**src/rtl/mwd_pkg.sv**
```systemverilog
package mwd_pkg;

    typedef enum logic [1:0] {
        ST_CLEAR = 2'd0,
        ST_ARM   = 2'd1,
        ST_RUN   = 2'd2
    } mwd_state_e;

endpackage

```
**src/rtl/mwd_ctrl.sv**
```systemverilog
module mwd_ctrl #(
    parameter int AW = 8
) (
    input  logic          clk,
    input  logic          rst_n,
    input  logic [AW-1:0] win_len,
    output logic          clr_we,
    output logic [AW-1:0] clr_addr,
    output logic          run,
    output logic [AW-1:0] win_q
);
    import mwd_pkg::*;

    localparam logic [AW-1:0] LAST_ADDR = {AW{1'b1}};

    mwd_state_e state_q, state_d;

    // state register
    always_ff @(posedge clk or negedge rst_n) begin
        if (!rst_n) begin
            state_q <= ST_CLEAR;
        end else begin
            state_q <= state_d;
        end
    end

    // next-state decode
    always_comb begin
        state_d = state_q;
        unique case (state_q)
            ST_CLEAR: if (clr_addr == LAST_ADDR) state_d = ST_ARM;
            ST_ARM:   state_d = ST_RUN;
            ST_RUN:   state_d = ST_RUN;
            default:  state_d = ST_CLEAR;
        endcase
    end

    // state outputs
    always_comb begin
        clr_we = 1'b0;
        run    = 1'b0;
        unique case (state_q)
            ST_CLEAR: clr_we = 1'b1;
            ST_ARM:   ;
            ST_RUN:   run = 1'b1;
            default:  ;
        endcase
    end

    // clear address walk and window capture
    always_ff @(posedge clk or negedge rst_n) begin
        if (!rst_n) begin
            clr_addr <= '0;
            win_q    <= '0;
        end else begin
            if (state_q == ST_CLEAR) clr_addr <= clr_addr + 1'b1;
            if (state_q == ST_ARM)   win_q    <= win_len;
        end
    end

    a_r1_run_sticky: assert property (@(posedge clk) disable iff (!rst_n)
        run |=> run);

    a_r1_arm_after_full_clear: assert property (@(posedge clk) disable iff (!rst_n)
        (state_q == ST_ARM) |-> ($past(clr_addr) == LAST_ADDR));

    a_r7_window_frozen: assert property (@(posedge clk) disable iff (!rst_n)
        run |=> $stable(win_q));

endmodule

```
**src/rtl/mwd_delay_line.sv**
```systemverilog
module mwd_delay_line #(
    parameter int DW = 16,
    parameter int AW = 8,
    parameter int CW = 24
) (
    input  logic             clk,
    input  logic             rst_n,
    input  logic             clr_we,
    input  logic [AW-1:0]    clr_addr,
    input  logic             run,
    input  logic             smp_vld,
    input  logic [DW-1:0]    smp_dat,
    input  logic [AW-1:0]    win,
    input  logic [CW-1:0]    coef,
    output logic             vld_q,
    output logic [DW:0]      diff_q,
    output logic [DW+AW-1:0] sum_q,
    output logic [CW-1:0]    coef_q
);
    localparam int DEPTH = 1 << AW;
    localparam int SW    = DW + AW;

    logic [DW-1:0] mem [DEPTH];
    logic [AW-1:0] wr_ptr;
    logic [AW-1:0] rd_ptr;
    logic [DW-1:0] old_smp;
    logic          take;

    assign take    = run & smp_vld;
    // a window code of 0 reads the slot about to be overwritten: 256 back
    assign rd_ptr  = wr_ptr - win;
    assign old_smp = mem[rd_ptr];

    always_ff @(posedge clk) begin
        if (clr_we) begin
            mem[clr_addr] <= '0;
        end else if (take) begin
            mem[wr_ptr] <= smp_dat;
        end
    end

    always_ff @(posedge clk or negedge rst_n) begin
        if (!rst_n) begin
            wr_ptr <= '0;
            vld_q  <= 1'b0;
            diff_q <= '0;
            sum_q  <= '0;
            coef_q <= '0;
        end else begin
            vld_q <= take;
            if (!run) begin
                sum_q <= '0;
            end else if (take) begin
                diff_q <= {1'b0, smp_dat} - {1'b0, old_smp};
                sum_q  <= sum_q + SW'(smp_dat) - SW'(old_smp);
                coef_q <= coef;
                wr_ptr <= wr_ptr + 1'b1;
            end
        end
    end

    a_r8_idle_takes_nothing: assert property (@(posedge clk) disable iff (!rst_n)
        !run |=> !vld_q);

    a_r10_gap_holds_sum: assert property (@(posedge clk) disable iff (!rst_n)
        (run && !smp_vld) |=> ($stable(sum_q) && $stable(wr_ptr)));

    a_r5_pointer_step: assert property (@(posedge clk) disable iff (!rst_n)
        take |=> (wr_ptr == AW'($past(wr_ptr) + 1'b1)));

endmodule

```
**src/rtl/mwd_mult.sv**
```systemverilog
module mwd_mult #(
    parameter int AWID = 24,
    parameter int BWID = 24,
    parameter int LAT  = 4
) (
    input  logic                 clk,
    input  logic                 rst_n,
    input  logic                 in_vld,
    input  logic [AWID-1:0]      a,
    input  logic [BWID-1:0]      b,
    output logic                 out_vld,
    output logic [AWID+BWID-1:0] prod
);
    localparam int PW  = AWID + BWID;
    localparam int NPS = LAT - 1;

    logic [AWID-1:0] a_r;
    logic [BWID-1:0] b_r;
    logic            v_r;
    logic [PW-1:0]   p_pipe [NPS];
    logic            v_pipe [NPS];

    generate
        if (LAT < 2) begin : g_bad_lat
            initial $error("mwd_mult needs LAT >= 2");
        end
    endgenerate

    always_ff @(posedge clk or negedge rst_n) begin
        if (!rst_n) begin
            a_r <= '0;
            b_r <= '0;
            v_r <= 1'b0;
            for (int k = 0; k < NPS; k++) begin
                p_pipe[k] <= '0;
                v_pipe[k] <= 1'b0;
            end
        end else begin
            a_r       <= a;
            b_r       <= b;
            v_r       <= in_vld;
            p_pipe[0] <= PW'(a_r) * PW'(b_r);
            v_pipe[0] <= v_r;
            for (int k = 1; k < NPS; k++) begin
                p_pipe[k] <= p_pipe[k-1];
                v_pipe[k] <= v_pipe[k-1];
            end
        end
    end

    assign prod    = p_pipe[NPS-1];
    assign out_vld = v_pipe[NPS-1];

    a_r4_zero_coef_zero_product: assert property (@(posedge clk) disable iff (!rst_n)
        (out_vld && $past(v_r, NPS) && ($past(b_r, NPS) == '0)) |-> (prod == '0));

endmodule

```
**src/rtl/mwd_align.sv**
```systemverilog
module mwd_align #(
    parameter int DFW    = 17,
    parameter int FRAC   = 7,
    parameter int SEL_LO = 16,
    parameter int PW     = 48,
    parameter int LAT    = 4
) (
    input  logic                clk,
    input  logic                rst_n,
    input  logic [DFW-1:0]      diff_in,
    input  logic                prod_vld,
    input  logic [PW-1:0]       prod,
    output logic                res_vld,
    output logic [DFW+FRAC-1:0] res_dat
);
    localparam int RW     = DFW + FRAC;
    localparam int SEL_HI = SEL_LO + RW - 2;

    logic [DFW-1:0] d_pipe [LAT];
    logic [RW-1:0]  diff_al;
    logic [RW-1:0]  prod_al;
    logic           unused_prod_bits;

    always_ff @(posedge clk or negedge rst_n) begin
        if (!rst_n) begin
            for (int k = 0; k < LAT; k++) d_pipe[k] <= '0;
        end else begin
            d_pipe[0] <= diff_in;
            for (int k = 1; k < LAT; k++) d_pipe[k] <= d_pipe[k-1];
        end
    end

    assign diff_al = {d_pipe[LAT-1], {FRAC{1'b0}}};
    assign prod_al = {1'b0, prod[SEL_HI:SEL_LO]};
    assign unused_prod_bits = ^{prod[PW-1:SEL_HI+1], prod[SEL_LO-1:0]};

    always_ff @(posedge clk or negedge rst_n) begin
        if (!rst_n) begin
            res_vld <= 1'b0;
            res_dat <= '0;
        end else begin
            res_vld <= prod_vld;
            if (prod_vld) res_dat <= diff_al + prod_al;
        end
    end

    a_r5_single_pulse_per_product: assert property (@(posedge clk) disable iff (!rst_n)
        (res_vld && !$past(prod_vld)) |-> 1'b0);

endmodule

```
**src/rtl/mwd_unit.sv**
```systemverilog
module mwd_unit #(
    parameter int DW      = 16,
    parameter int AW      = 8,
    parameter int CW      = 24,
    parameter int MUL_LAT = 4,
    parameter int FRAC    = 7,
    parameter int SEL_LO  = 16
) (
    input  logic                 clk,
    input  logic                 rst_n,
    input  logic                 smp_vld,
    input  logic [DW-1:0]        smp_dat,
    input  logic [AW-1:0]        win_len,
    input  logic [CW-1:0]        coef,
    output logic                 rdy,
    output logic                 res_vld,
    output logic [DW+FRAC:0]     res_dat
);
    localparam int SW  = DW + AW;
    localparam int DFW = DW + 1;
    localparam int PW  = SW + CW;

    logic          clr_we;
    logic [AW-1:0] clr_addr;
    logic          run;
    logic [AW-1:0] win_q;
    logic          dl_vld;
    logic [DFW-1:0] dl_diff;
    logic [SW-1:0] dl_sum;
    logic [CW-1:0] dl_coef;
    logic          mul_vld;
    logic [PW-1:0] mul_prod;

    mwd_ctrl #(.AW(AW)) u_ctrl (
        .clk      (clk),
        .rst_n    (rst_n),
        .win_len  (win_len),
        .clr_we   (clr_we),
        .clr_addr (clr_addr),
        .run      (run),
        .win_q    (win_q)
    );

    mwd_delay_line #(.DW(DW), .AW(AW), .CW(CW)) u_dline (
        .clk      (clk),
        .rst_n    (rst_n),
        .clr_we   (clr_we),
        .clr_addr (clr_addr),
        .run      (run),
        .smp_vld  (smp_vld),
        .smp_dat  (smp_dat),
        .win      (win_q),
        .coef     (coef),
        .vld_q    (dl_vld),
        .diff_q   (dl_diff),
        .sum_q    (dl_sum),
        .coef_q   (dl_coef)
    );

    mwd_mult #(.AWID(SW), .BWID(CW), .LAT(MUL_LAT)) u_mult (
        .clk     (clk),
        .rst_n   (rst_n),
        .in_vld  (dl_vld),
        .a       (dl_sum),
        .b       (dl_coef),
        .out_vld (mul_vld),
        .prod    (mul_prod)
    );

    mwd_align #(.DFW(DFW), .FRAC(FRAC), .SEL_LO(SEL_LO), .PW(PW), .LAT(MUL_LAT)) u_align (
        .clk      (clk),
        .rst_n    (rst_n),
        .diff_in  (dl_diff),
        .prod_vld (mul_vld),
        .prod     (mul_prod),
        .res_vld  (res_vld),
        .res_dat  (res_dat)
    );

    assign rdy = run;

    a_r5_result_follows_sample: assert property (@(posedge clk) disable iff (!rst_n)
        $past(smp_vld && rdy, MUL_LAT + 2) |-> res_vld);

    a_r5_no_result_without_sample: assert property (@(posedge clk) disable iff (!rst_n)
        res_vld |-> $past(smp_vld && rdy, MUL_LAT + 2));

    a_r8_no_result_before_ready: assert property (@(posedge clk) disable iff (!rst_n)
        (!rdy && !$past(rdy)) |-> !res_vld);

endmodule

```
**config.mk**
```make
export PLATFORM = sky130hd
export DESIGN_NAME = mwd_unit
export DESIGN_NICKNAME = d
export VERILOG_FILES = /design/src/rtl/mwd_pkg.sv /design/src/rtl/mwd_ctrl.sv /design/src/rtl/mwd_delay_line.sv /design/src/rtl/mwd_mult.sv /design/src/rtl/mwd_align.sv /design/src/rtl/mwd_unit.sv
export SDC_FILE = /design/constraint.sdc
export NUM_CORES = 2
export LEC_CHECK = 0
export BUFFER_PORTS_ARGS = -buffer_cell sky130_fd_sc_hd__buf_2
export CAP_MARGIN = 20
export CELL_PAD_IN_SITES_DETAIL_PLACEMENT = 0
export CELL_PAD_IN_SITES_GLOBAL_PLACEMENT = 1
export CORE_ASPECT_RATIO = 1.75
export CORE_MARGIN = 1
export CORE_UTILIZATION = 40
export CTS_BUF_LIST = sky130_fd_sc_hd__clkbuf_16
export CTS_CLUSTER_SIZE = 30
export DETAILED_ROUTE_END_ITERATION = 16
export MAX_ROUTING_LAYER = met4
export PLACE_DENSITY_LB_ADDON = 0.1
export SKIP_CTS_REPAIR_TIMING = 1
export SYNTH_ARGS = -nofsm -noshare
export SYNTH_HDL_FRONTEND = slang
export SYNTH_SLANG_ARGS = --single-unit
```
**constraint.sdc**
```tcl
create_clock -name clk -period 11.52 [get_ports clk]
set_input_delay 1.728 -clock clk [delete_from_list [all_inputs] [get_ports clk]]
set_output_delay 1.728 -clock clk [all_outputs]
set_load 0.005 [all_outputs]
```
==> out/qor.txt <==
Status: complete, no violations
CP Capture Point: u_dline.sum_q[18]
Critical Path Source: u_dline.wr_ptr[0]
Placed Cells: 15865
Clock network power share: 44.3%
Clock transition at path regs: 60 ps
Dominant synthesized flop cell: edfxtp_1
DPL Wire Length: 346.0 mm
Gate Count Post-Synth: 9609
Clk Latency, worst-skew pair: 1060 ps
Relative slew slack: 14.69%
Largest net degree at the start of global routing: 185
Int Pwr: 24.87 mW
Final Core Density: 45.37%
CP Class: reg2reg
Startpoint types: register
Seq/Total Area, Yosys: 69.65%
Distinct cells, synth: 69
CTS Buf Count: 412
Setup slack at placement: 2904 ps
DRT iter0 DRCs: 7570
F_max: 116.1 MHz
Post-route cell area: 211800 um^2
Via/cell ratio: 5.542
Psw: 6.187 mW
Post-route setup slack: 2909 ps
Clock Sink Count: 4402
H-tree depth: 5
Final nets: 10811
Remaining antenna violation count: 0
Total number of vias: 92320
Initial antenna violation count: 37
Synthesized net count: 10317
Worst-margin pin slew: 1244 ps
Layout cells sized above 1: 25.41%
Leak pwr: 62.01 nW
Power Density: 146.6 nW/um^2
Vias in the first global route: 100018
R2R Path End: u_dline.sum_q[18]
GR Overflow Total: 0
Drt pass-1 iters: 5
RSZ-0062 raised after global routing: false
Yosys warning total: 0
GR Util All Layers: 24.03%
DR WL/cell: 32.88 um
Switching power as a share of total power: 19.92%
Worst path required time: 12470 ps
Clock Tree Buf Depth: 4
Maximum VDD drop: 0.1233 mV
Global-route wire length before repair: 774.1 mm
Die extent in x: 519.7 um
Max-slew violation total from the final report: 0
Synthesized flop and latch total: 4402
Final setup fails: 0
Filler Cells Inserted: 39824
Final Cycle Share: 74.74%
Final min period: 8611 ps
Number of flops mapped to enable cells by yosys: 4096
Global placer's final weighted congestion: 0.8273
CTS tree: yes
Worst Path Arrival: 9560 ps
Crit end category: register
Final hold vios: 0
Die ar.: 471800 um^2
Reg2reg start: u_dline.wr_ptr[0]
Total power: 31.06 mW
Asr flop ratio synth: 6.951%
Hold crit path type: reg2reg
IO Pins: 77
Die Y: 907.9 um
Max FO, Critical Path: 70
Starting Density: 40.18%
Root buf cell: clkbuf_16
PortBufs: 76
Fin Setup TNS: 0 ps
Fin cells: 16659
Site row count: 332
Mapped Area: 187600 um^2
Skew final: 95.89 ps
Total core area: 466900 um^2
Combinational Power Share: 0.3%
Syn Area/Cell: 19.52 um^2
Final wirelength: 547.7 mm
Worst r2r path cells: 21
WHS: 333.6 ps
Area growth, synth to finish: 12.93%
DRC: 0
R2R setup slack: 2910 ps
Seq pwr share: 55.4%
Placed standard-cell area: 198200 um^2
Max-Cap Viols: 0
-- critical path: stages (launching register included) --
cell and delay (ps):
dfrtp_1 410, inv_1 210, ha_4 180, inv_1 60
fa_4 1470, buf_12 480, buf_4 380, mux4_2 350
mux4_2 580, mux2i_1 790, mux2i_1 350, mux2i_1 420
mux2i_1 170, fa_1 520, inv_1 50, ha_1 420
o21ai_0 140, o31ai_1 580, a21oi_1 150, or3_1 340
a21o_1 190, a21boi_0 160
-- kinds of logic (layout without fill, tap and decap cells) --
group                    Yosys count  in the layout  synth area share [%]
adder cells (fa/ha/maj)          657            657                 6.247
multiplexers                    1688           1688                 16.89
AND/OR/NAND/NOR                 1183           1183                 2.903
flip-flops                      4402           4402                 69.65
buffers and inverters           1119           1954                 2.432
XOR/XNOR                          96             96                0.4522
other                              0             36                     0
AO/OA/AOI/OAI                    464            464                 1.424
-- worst min-delay path by stage --
stage / cells past startpoint / end / startpoint
5_1_grt: 0 / u_mult.prod[25] / u_mult.p_pipe[73]
2_1_floorplan: 0 / u_align.d_pipe[0] / u_align.d_pipe[17]
4_1_cts: 0 / u_mult.prod[25] / u_mult.p_pipe[73]
6_report: 0 / u_mult.prod[25] / u_mult.p_pipe[73]
3_3_place_gp: 0 / u_mult.p_pipe[68] / u_mult.p_pipe[116]
3_5_place_dp: 0 / u_align.d_pipe[28] / u_align.d_pipe[45]
-- cells in the mapped netlist, types with 40 or more instances --
cell,number,area (um^2)
nor2_1,315,1182
ha_1,191,2390
nand2_1,458,1719
inv_1,616,2312
dfrtp_1,306,7657
clkbuf_1,308,1156
o21ai_0,297,1486
buf_2,150,750.7
edfxtp_1,4096,123000
xnor2_1,69,604.3
mux2_2,218,2455
mux4_2,1160,26130
and2_1,273,1708
mux2i_1,310,3103
a21oi_1,40,200.2
fa_1,466,9329
-- cell usage in the layout, fill, tap and decap left out, types with 36 or more instances in the layout --
cell / n
xnor2_1: 67
and2_1: 273
nand2_1: 441
edfxtp_1: 4096
mux2i_1: 307
buf_4: 462
ha_1: 190
inv_1: 718
nor2_2: 44
a21oi_1: 40
bufinv_16: 45
o21ai_0: 297
clkinv_1: 72
mux4_2: 1160
nor2_1: 246
fa_1: 465
diode_2: 36
buf_2: 75
mux2_2: 218
clkbuf_16: 421
dfrtp_1: 299
clkinv_2: 69
-- sequential cells by signal (all words and copies together), names as in the netlist, 17 cells and up --
| register | flops |
|---|---|
| u_align.d_pipe | 68 |
| u_dline.sum_q | 24 |
| u_dline.coef_q | 24 |
| u_mult.a_r | 24 |
| u_mult.b_r | 24 |
| u_mult.prod | 23 |
| u_dline.mem | 4096 |
| u_mult.p_pipe | 46 |
| u_align.res_dat | 24 |
| u_dline.diff_q | 17 |
-- cell type report --
cell class / count / area (um^2) / area share, %
Sequential cell: 4402 / 130700 / 61.68
Multi-Input combinational cell: 4088 / 52810 / 24.93
Clock buffer: 421 / 10540 / 4.973
Tap cell: 6179 / 7731 / 3.649
Timing Repair Buffer: 583 / 4812 / 2.272
Clock inverter: 334 / 2892 / 1.365
Inverter: 616 / 2312 / 1.091
Antenna cell: 36 / 90.09 / 0.04253
-- routing by layer --
| layer | vias to the layer above | GRT usage, % | part of all wire (%) |
|---|---|---|---|
| li1 | 38304 | - | - |
| met1 | 51094 | 27.10 | 37 |
| met2 | 2156 | 44.18 | 56 |
| met3 | 766 | 2.600 | 3.8 |
| met4 | 0 | 7.869 | 3.6 |
| met5 | - | - | 0 |
-- power by group through the flow --
stage | logic (mW) | registers [mW] | clock network, mW
after global routing | 0.0884 | 17.2 | 14.6
after CTS | 0.0819 | 17.2 | 14.1
after detailed placement | 0.0817 | 17.6 | 0
after floorplan | 0.0281 | 17.6 | 0
final | 0.0797 | 17.2 | 13.8
after global placement | 0.0817 | 17.6 | 0
(Power assumes the default switching activity.)
